## config.mk

```make
export PLATFORM = sky130hd
export DESIGN_NAME = sbus_ctl_reg
export DESIGN_NICKNAME = d
export VERILOG_FILES = /design/src/rtl/sbus_ctl_reg.sv
export SDC_FILE = /design/constraint.sdc
export NUM_CORES = 1
export LEC_CHECK = 0
export ABC_AREA = 1
export CAP_MARGIN = 20
export CORE_MARGIN = 2
export CORE_UTILIZATION = 40
export CTS_CLUSTER_SIZE = 12
export DETAILED_ROUTE_END_ITERATION = 12
export DONT_BUFFER_PORTS = 1
export GPL_TIMING_DRIVEN = 0
export PLACE_DENSITY_LB_ADDON = 0.25
export SLEW_MARGIN = 20
export SYNTH_ARGS = -nofsm -noshare
export SYNTH_HDL_FRONTEND = slang
export SYNTH_SLANG_ARGS = --single-unit
```

## constraint.sdc

```tcl
create_clock -name clk -period 1.21 [get_ports clk]
set_input_delay 0.121 -clock clk [delete_from_list [all_inputs] [get_ports clk]]
set_output_delay 0.121 -clock clk [all_outputs]
set_load 0.1 [all_outputs]
```

## src/rtl/sbus_ctl_reg.sv

```systemverilog
module sbus_ctl_reg #(
  parameter int SYNC = 2
) (
  input  logic       clk,
  input  logic       rst_n,
  input  logic       if_en,
  input  logic       wr_en,
  input  logic [7:0] wr_mask,
  input  logic [7:0] wr_data,
  output logic [7:0] rd_data,
  input  logic       xfer_start,
  input  logic       addr_miss,
  input  logic       scl_in,
  input  logic       sda_in,
  output logic       so_latch,
  output logic       ack_pull
);

  logic [SYNC-1:0] scl_sr, sda_sr;
  logic scl_d, sda_d;
  logic busy_en, ack_en, rel_seen, cmd_seen, ack_pend;

  wire scl_s = scl_sr[SYNC-1];
  wire sda_s = sda_sr[SYNC-1];
  wire rel_det  = scl_s & sda_s & ~sda_d;
  wire cmd_det  = scl_s & ~sda_s & sda_d;
  wire scl_fall = ~scl_s & scl_d;

  wire [7:0] wr_sel = {8{wr_en}} & wr_mask;
  wire [7:0] wr_hit = wr_sel & wr_data;
  wire rel_go = wr_hit[0] & if_en;
  wire cmd_go = wr_hit[1] & if_en;
  wire ack_go = wr_hit[4] & if_en;

  always_ff @(posedge clk or negedge rst_n)
    if (!rst_n) begin
      scl_sr <= '1;
      sda_sr <= '1;
      scl_d  <= 1'b1;
      sda_d  <= 1'b1;
    end else begin
      scl_sr <= {scl_sr[SYNC-2:0], scl_in};
      sda_sr <= {sda_sr[SYNC-2:0], sda_in};
      scl_d  <= scl_s;
      sda_d  <= sda_s;
    end

  always_ff @(posedge clk or negedge rst_n)
    if (!rst_n) begin
      busy_en <= 1'b0;
      ack_en  <= 1'b0;
    end else begin
      if (wr_sel[7]) busy_en <= wr_data[7];
      if (wr_sel[5]) ack_en  <= wr_data[5];
    end

  always_ff @(posedge clk or negedge rst_n)
    if (!rst_n)      so_latch <= 1'b1;
    else if (rel_go) so_latch <= 1'b1;
    else if (cmd_go) so_latch <= 1'b0;

  always_ff @(posedge clk or negedge rst_n)
    if (!rst_n)                              rel_seen <= 1'b0;
    else if (!if_en || xfer_start || addr_miss) rel_seen <= 1'b0;
    else if (rel_det)                        rel_seen <= 1'b1;

  always_ff @(posedge clk or negedge rst_n)
    if (!rst_n)                              cmd_seen <= 1'b0;
    else if (!if_en || xfer_start || rel_det) cmd_seen <= 1'b0;
    else if (cmd_det)                        cmd_seen <= 1'b1;

  always_ff @(posedge clk or negedge rst_n)
    if (!rst_n) begin
      ack_pend <= 1'b0;
      ack_pull <= 1'b0;
    end else if (!if_en || xfer_start) begin
      ack_pend <= 1'b0;
      ack_pull <= 1'b0;
    end else begin
      if (ack_go)        ack_pend <= 1'b1;
      else if (scl_fall) ack_pend <= 1'b0;
      if (scl_fall)      ack_pull <= ack_pend;
    end

  assign rd_data = {busy_en, 1'b0, ack_en, 1'b0, cmd_seen, rel_seen, 2'b00};

endmodule


```

[Yosys cells after proc, flatten, opt, wreduce, memory -nomap -nowiden]
Cells that the tools add are included.
Operators by class
  multiplexer cells: 11
  bitwise operators: 13
  reductions and logical operators: 9
Operator list (count)
  $mux W1: 11
  $and A1 B1 Y1: 8
  $and A8 B8 Y8: 1
  $reduce_bool A2 Y1: 4
  $and A5 B5 Y5: 1
  $logic_or A1 B1 Y1: 3
  $not A1 Y1: 3
  $reduce_bool A3 Y1: 1
  $logic_not A1 Y1: 1
Word-level totals
  bits in registers: 13
  input port bits: 24
  output and inout port bits: 10
  logic and storage cells: 44

[Depth between registers and ports, before layout]
Gate-level depths: netlist (run 1).
  depth after elaboration: 5
  mapped depth: 5
  mapped depth without buffers: 5

[Worst setup path after synthesis (run 1)]
Ideal clock, no wire load.
  path type: flip-flop to flip-flop
  start point: reg, netlist name ack_pull
  end point: reg ack_pull
  arrival: 1129 ps
  setup slack: 13 ps
  cell stages (with the launch flop): 3
  clock period less this slack: 1197 ps
  cells stage by stage: dfrtp_1 > nand3_1 > nand2_1
RTL lines
  to (signal assigned): line 82  | if (scl_fall) ack_pull <= ack_pend;
  to (decl): line 16  | output logic ack_pull

[Worst setup path in the final report (run 1)]
  start point: reg so_latch
  end point: out so_latch
RTL lines
  from (decl): line 15  | output logic so_latch,
  from (signal assigned): line 58  | if (!rst_n) so_latch <= 1'b1;
  from (signal assigned): line 59  | else if (rel_go) so_latch <= 1'b1;
  from (signal assigned): line 60  | else if (cmd_go) so_latch <= 1'b0;
No word-level cell between the ends.

==> flow_metrics.tcl, run 1 <==
set metrics [dict create \
    status "completed" \
    post-route-min-period_ns 1.188 \
    drt-vias-per-instance 4.484 \
    setup_viol 0 \
    synth_area_leader_cell "sky130_fd_sc_hd__dfstp_2" \
    grt_util_overall_pct 14.65 \
    synth_edf_count 0 \
    port-buffer-count 0 \
    firstDrtPassIters 4 \
    fin_total_pwr_w 0.001036 \
    tritoncts.num_buffers 3 \
    die-width_um 41.60 \
    finalWorstSetupSlack_ns 0.02157 \
    global_route_wire_length_before_repair_mm 1.828 \
    hold_path_startpoint "wr_en" \
    fraction_of_final_layout_cells_sized_beyond_drive_strength_1_pct 32.89 \
    place.gp.congestion 0.6283 \
    cts_tree "yes" \
    initial_core_utilization_pct 42.92 \
    routed_wl_mm 1.011 \
    reg2reg_from "so_latch" \
    dr_wl_met3_um 79 \
    rows 13 \
    cts.reportedPaths.clkPinSlew_ns 0.08 \
    post_drt_wl_per_cell_um 11.11 \
    dr.max_layer_used "met4" \
    largest_net_degree_at_the_start_of_global_routing 14 \
    synth_top_cell_area_share_pct 32.52 \
    netlist_top_cells_count "sky130_fd_sc_hd__nand2_1, sky130_fd_sc_hd__buf_4, sky130_fd_sc_hd__dfstp_2" \
    floorplan.io_pins 34 \
    hold-worst-slack_ns 0.01875 \
    fmax_mhz 841.4 \
    hpwl_dp_um 676.9 \
    async_flop_share_pct 100.0 \
    drv.max_cap_violation_count 0 \
    globalRoute.totalOverflow 0 \
    max_slew.worst_pin.slew_ns 0.5622 \
    core_box_area_mm2 0.001318 \
    drt_first_iter_violations 2 \
    filler_cell_count 119 \
    clockBufferDepth 2 \
    drtAntennaViolNets 0 \
    postSynthAreaPerCell_um2 9.922 \
    rsz0062_at_grt "yes" \
    route.layer.met1.wl_um 368 \
    synth_area_leaders "sky130_fd_sc_hd__dfstp_2, sky130_fd_sc_hd__dfrtp_1, sky130_fd_sc_hd__buf_4" \
    power-per-cell-area_mw_per_mm2 1385 \
    ys_seq_area_share_pct 59.07 \
    postSynth.topFlopCell "sky130_fd_sc_hd__dfstp_2" \
    grt_pass1_vias 430 \
    num_antenna_cells 0 \
    ys_seq_elements 13 \
    worst_setup_path_start_kind "flop" \
    path_class "reg -> out" \
    clockRootBuffer "sky130_fd_sc_hd__clkbuf_4" \
    via_count 408 \
    yosys.cell_types.count 14 \
    detailedPlace.worstSlack_ns -0.02048 \
    timing.clock.skew_ns 0.0008221 \
    period_share_pct 98.22 \
    nets 101 \
    floorplan.die.height_um 41.60 \
    ctsHtreeMaxLevel 1 \
    synthesis.yosys.warnings 0 \
    vdd_drop_max_v 0.001100 \
    maxSlewHeadroom_pct 62.40 \
    die_area_mm2 0.001731 \
    cp_max_fo 2 \
    post_synth_instance_area_um2 565.5 \
    hold_path.class "in -> reg" \
    numClockSinks 13 \
    largest_registers "scl_sr x2, sda_sr x2" \
    met2RoutedLength_um 554 \
    synthMostInstantiatedCell "sky130_fd_sc_hd__nand2_1" \
    worstPathRequired_ns 1.09 \
    synthToLayoutAreaGrowth_pct 32.30 \
    timing_hold_violations_final 0 \
    startpoint "so_latch" \
    post_synth_inst_count 57 \
    timing.final.max_slew_violations 0 \
    drc 0 \
    grt_antenna_before_repair 0 \
    nature_of_the_critical_path_endpoint "output port" \
    timing.critical_path.arrival_ns 1.07 \
    clkLatencyLatePin_ns 0.27 \
    leakagePower_nw 0.3643 \
]
cells by family (layout without fill, tap and decap cells):
| logic type | after synthesis | count (layout) | share of synthesized area (%) |
|---|---|---|---|
| AO/OA/AOI/OAI | 2 | 2 | 3.540 |
| buffers and inverters | 16 | 32 | 15.93 |
| flip-flops | 13 | 13 | 59.07 |
| other | 1 | 4 | 0.6631 |
| AND/OR/NAND/NOR | 25 | 25 | 20.80 |
stage by stage:
stage | setup TNS [ns] | utilization [%] | instances | area [um2]
after CTS | 0 | 56.79 | 91 | 748.2
after global routing | -0.01483 | 56.79 | 91 | 748.2
after detailed placement | -0.02048 | 45.20 | 75 | 595.6
after floorplan | 0 | - | 60 | 576.8
final | 0 | 56.79 | 91 | 748.2
after global placement | -0.002723 | 45.20 | 75 | 595.6
power by group:
part / leakage [nW] / total [W] / internal [W] / switching, W
logic: 0.194 / 0.000226 / 0.0000613 / 0.000165
clock network: 0.0177 / 0.000265 / 0.000122 / 0.000142
registers: 0.153 / 0.000545 / 0.000480 / 0.0000649
cell usage in the layout, fill, tap and decap left out, types with 2 or more instances in the layout:
cell and count:
sky130_fd_sc_hd__buf_4 8, sky130_fd_sc_hd__clkbuf_4 3, sky130_fd_sc_hd__conb_1 4, sky130_fd_sc_hd__dfrtp_1 5, sky130_fd_sc_hd__dfstp_2 6, sky130_fd_sc_hd__dlygate4sd3_1 12, sky130_fd_sc_hd__inv_1 6, sky130_fd_sc_hd__inv_2 2
sky130_fd_sc_hd__nand2_1 14, sky130_fd_sc_hd__nand3_1 6, sky130_fd_sc_hd__nand4_1 2
path summary, 6_finish.rpt:
kind	end	slack, ns	cells after the start
max in group asynchronous	ack_pull	0.54	1
worst min-delay path	ack_pend	0.02	2
min in group asynchronous	rel_seen	0.27	1
worst max register to register	so_latch	0.22	2
worst min register to register	scl_sr[1]	0.36	0
worst max-delay path	so_latch	0.02	0
layer usage:
| layer | vias up | track usage, % |
|---|---|---|
| met3 | 2 | 7.391 |
| met4 | 0 | 5.806 |
| met2 | 16 | 25.94 |
| met1 | 188 | 14.29 |
| met5 | - | 0 |
| li1 | 202 | - |
layout make-up:
type	count	area, um2	area share (%)
plain buffers	8	60.06	8.027
clock buffers	3	22.52	3.010
clock inverters	1	5.005	0.6689
inverters	8	30.03	4.013
multi-input cells	31	152.6	20.40
flip-flops and latches	13	339.1	45.32
well taps	15	18.77	2.508
repair buffers	12	120.1	16.05
what timing repair did:
item	in CTS	in global routing
hold endpoints to repair	19	0
gates resized for setup	2	0
setup endpoints to repair	3	1
pin swaps	0	0
hold buffers	12	0
setup buffers	0	0
Power figures use the tool's default switching activity.
==> run 2: changes to the inputs <==
Settings changed: ABC_AREA 1 to not set.
==> run 2 against run 1 <==
Count of clock-buffer cells in the layout up 1. Final area decreased by 10%. Combinational power grew 2%. Clock power shrank 5%. Global-route usage decreased by 2.3 points. Hold slack improved by 0.011 ns. Synthesized cell count fell by 25%. Clock skew increased by 0.0018 ns. First-iteration DRC count is the same. Synthesized area is 6.0% lower.
==> flow_metrics.tcl, run 2 <==
set metrics [dict create \
    drc 0 \
    rows 13 \
    die_area_mm2 0.001637 \
    hold-worst-slack_ns 0.02947 \
    status "completed" \
    grt_util_overall_pct 12.38 \
    postSynthAreaPerCell_um2 12.37 \
    worst_setup_path_start_kind "flop" \
    synthMostInstantiatedCell "sky130_fd_sc_hd__buf_4" \
    largest_registers "scl_sr x2, sda_sr x2" \
    setup_total_negative_slack_ns 0 \
    final_core_util_pct 53.06 \
    final_instance_area_um2 673.1 \
    firstDrtPassIters 4 \
    cts.reportedPaths.clkPinSlew_ns 0.07 \
    placement.cell_area_um2 563.0 \
    post_layout_nonfiller_instances 73 \
    vdd_drop_max_v 0.0007053 \
    maxSlewHeadroom_pct 64.34 \
    setup_viol 0 \
    yosys.cell_types.count 16 \
    drtAntennaViolNets 0 \
    clockRootBuffer "sky130_fd_sc_hd__clkbuf_4" \
    synth_edf_count 0 \
    netlist_top_cells_count "sky130_fd_sc_hd__buf_4, sky130_fd_sc_hd__dfstp_2, sky130_fd_sc_hd__dfrtp_1" \
    cts_tree "yes" \
    rsz0062_at_grt "no" \
    die-width_um 40.46 \
    path_class "reg -> out" \
    synthesis.yosys.warnings 0 \
    grt_antenna_before_repair 0 \
    ctsHtreeMaxLevel 1 \
    cp_max_fo 2 \
    nature_of_the_critical_path_endpoint "output port" \
    commonest_cells_after_routing_fill_and_taps_aside "sky130_fd_sc_hd__buf_4, sky130_fd_sc_hd__dlygate4sd3_1, sky130_fd_sc_hd__dfstp_2" \
    fraction_of_final_layout_cells_sized_beyond_drive_strength_1_pct 36.21 \
    postSynth.topFlopCell "sky130_fd_sc_hd__dfstp_2" \
    leakagePower_nw 0.3200 \
    via_count 335 \
    synthToLayoutAreaGrowth_pct 26.59 \
    max_slew.worst_pin.slew_ns 0.5331 \
    port-buffer-count 0 \
    fmax_mhz 850.7 \
    postCtsSetupRepairBufs 0 \
    clockBufferDepth 2 \
    post_synth_instance_area_um2 531.8 \
    timing.clock.skew_ns 0.002575 \
    power-per-cell-area_mw_per_mm2 1534 \
    worstPathRequired_ns 1.09 \
    drv.max_cap_violation_count 0 \
    floorplan.io_pins 34 \
    post_synth_inst_count 43 \
    ys_seq_area_share_pct 62.82 \
    numClockSinks 13 \
    drt_first_iter_violations 2 \
    post_drt_wl_per_cell_um 11.47 \
    grt_pass1_vias 339 \
    synth_top_cell_area_share_pct 34.59 \
    timing.final.max_slew_violations 0 \
    core_box_area_mm2 0.001269 \
    synth_area_leaders "sky130_fd_sc_hd__dfstp_2, sky130_fd_sc_hd__dfrtp_1, sky130_fd_sc_hd__buf_4" \
    initial_core_utilization_pct 41.91 \
    synth_area_leader_cell "sky130_fd_sc_hd__dfstp_2" \
    routed_wl_um 837 \
    floorplan.die.height_um 40.46 \
    globalRoute.totalOverflow 0 \
    tritoncts.num_buffers 3 \
    timing.critical_path.arrival_ns 1.05 \
    clkLatencyLatePin_ns 0.26 \
    placedCellCount 61 \
    hold_path.class "in -> reg" \
    timing_hold_violations_final 0 \
    drt-vias-per-instance 4.589 \
    ys_seq_elements 13 \
    period_share_pct 97.15 \
    async_flop_share_pct 100.0 \
    place.gp.congestion 0.6141 \
    largest_net_degree_at_the_start_of_global_routing 14 \
    global_route_wire_length_before_repair_mm 1.269 \
    nets 83 \
    post-route-min-period_ns 1.175 \
    num_antenna_cells 0 \
]
-- run 2: changes by cell type in the layout (fill, tap and decap cells not counted), sizes merged, moves of 4 or more --
cell         change
nand2           -10
inv              -7
nand3            -6
dlygate4sd3      -4
-- run 2: path summary, 6_finish.rpt --
kind,startpoint,endpoint,slack [ns],cells past startpoint
max,so_latch,so_latch,0.03,0
min,if_en,so_latch,0.03,3
max reg2reg,scl_sr[1],ack_pull,0.12,3
min reg2reg,scl_sr[0],scl_sr[1],0.36,0
max in group asynchronous,rst_n,ack_pull,0.56,1
min in group asynchronous,rst_n,cmd_seen,0.27,1
-- run 2: through the flow --
stage / power, W / setup slack [ns]
after floorplan: 0.0007472 / 0.1591
after global placement: 0.0007541 / 0.1422
after detailed placement: 0.0007580 / 0.1196
after CTS: 0.001047 / 0.01952
after global routing: 0.001082 / 0.001082
final: 0.001033 / 0.03452
-- run 2: what timing repair did --
item | CTS | global route
endpoints found under the setup margin | 1 | 0
hold buffers | 8 | 0
endpoints found under the hold margin | 19 | 0
gates resized for setup | 1 | 0
-- run 2: logic make-up (layout without fill, tap and decap cells) --
| kind of cell | after synthesis | count (layout) | share of synthesized area, % |
|---|---|---|---|
| AOI/OAI and AO/OA | 5 | 5 | 6.119 |
| buffers and inverters | 9 | 21 | 12.00 |
| DFF | 13 | 13 | 62.82 |
| muxes | 3 | 3 | 7.530 |
| other | 1 | 4 | 0.7052 |
| and+or+nand+nor | 12 | 12 | 10.82 |
-- run 2: final cells by class --
type | count | area, um2
fillers | 120 | 595.6
multi-input cells | 24 | 145.1
well taps | 15 | 18.77
clock buffers | 4 | 26.28
repair buffers | 8 | 80.08
plain buffers | 8 | 60.06
flip-flops and latches | 13 | 339.1
inverters | 1 | 3.754
-- run 2: per-layer routing --
layer	routed length [um]	vias up	part of all wire (%)	global-route usage, %
met5	0	-	0	0
met4	0	0	0	7.500
met3	77	0	9.2	5.556
met2	467	16	56	21.83
met1	292	156	35	11.43
li1	-	163	-	-
-- run 2: power breakdown --
part	switching, W	internal (W)	total (W)
clock network	0.000126	0.000127	0.000253
logic	0.000168	0.0000627	0.000231
registers	0.0000662	0.000482	0.000548
total	0.000360	0.000672	0.00103
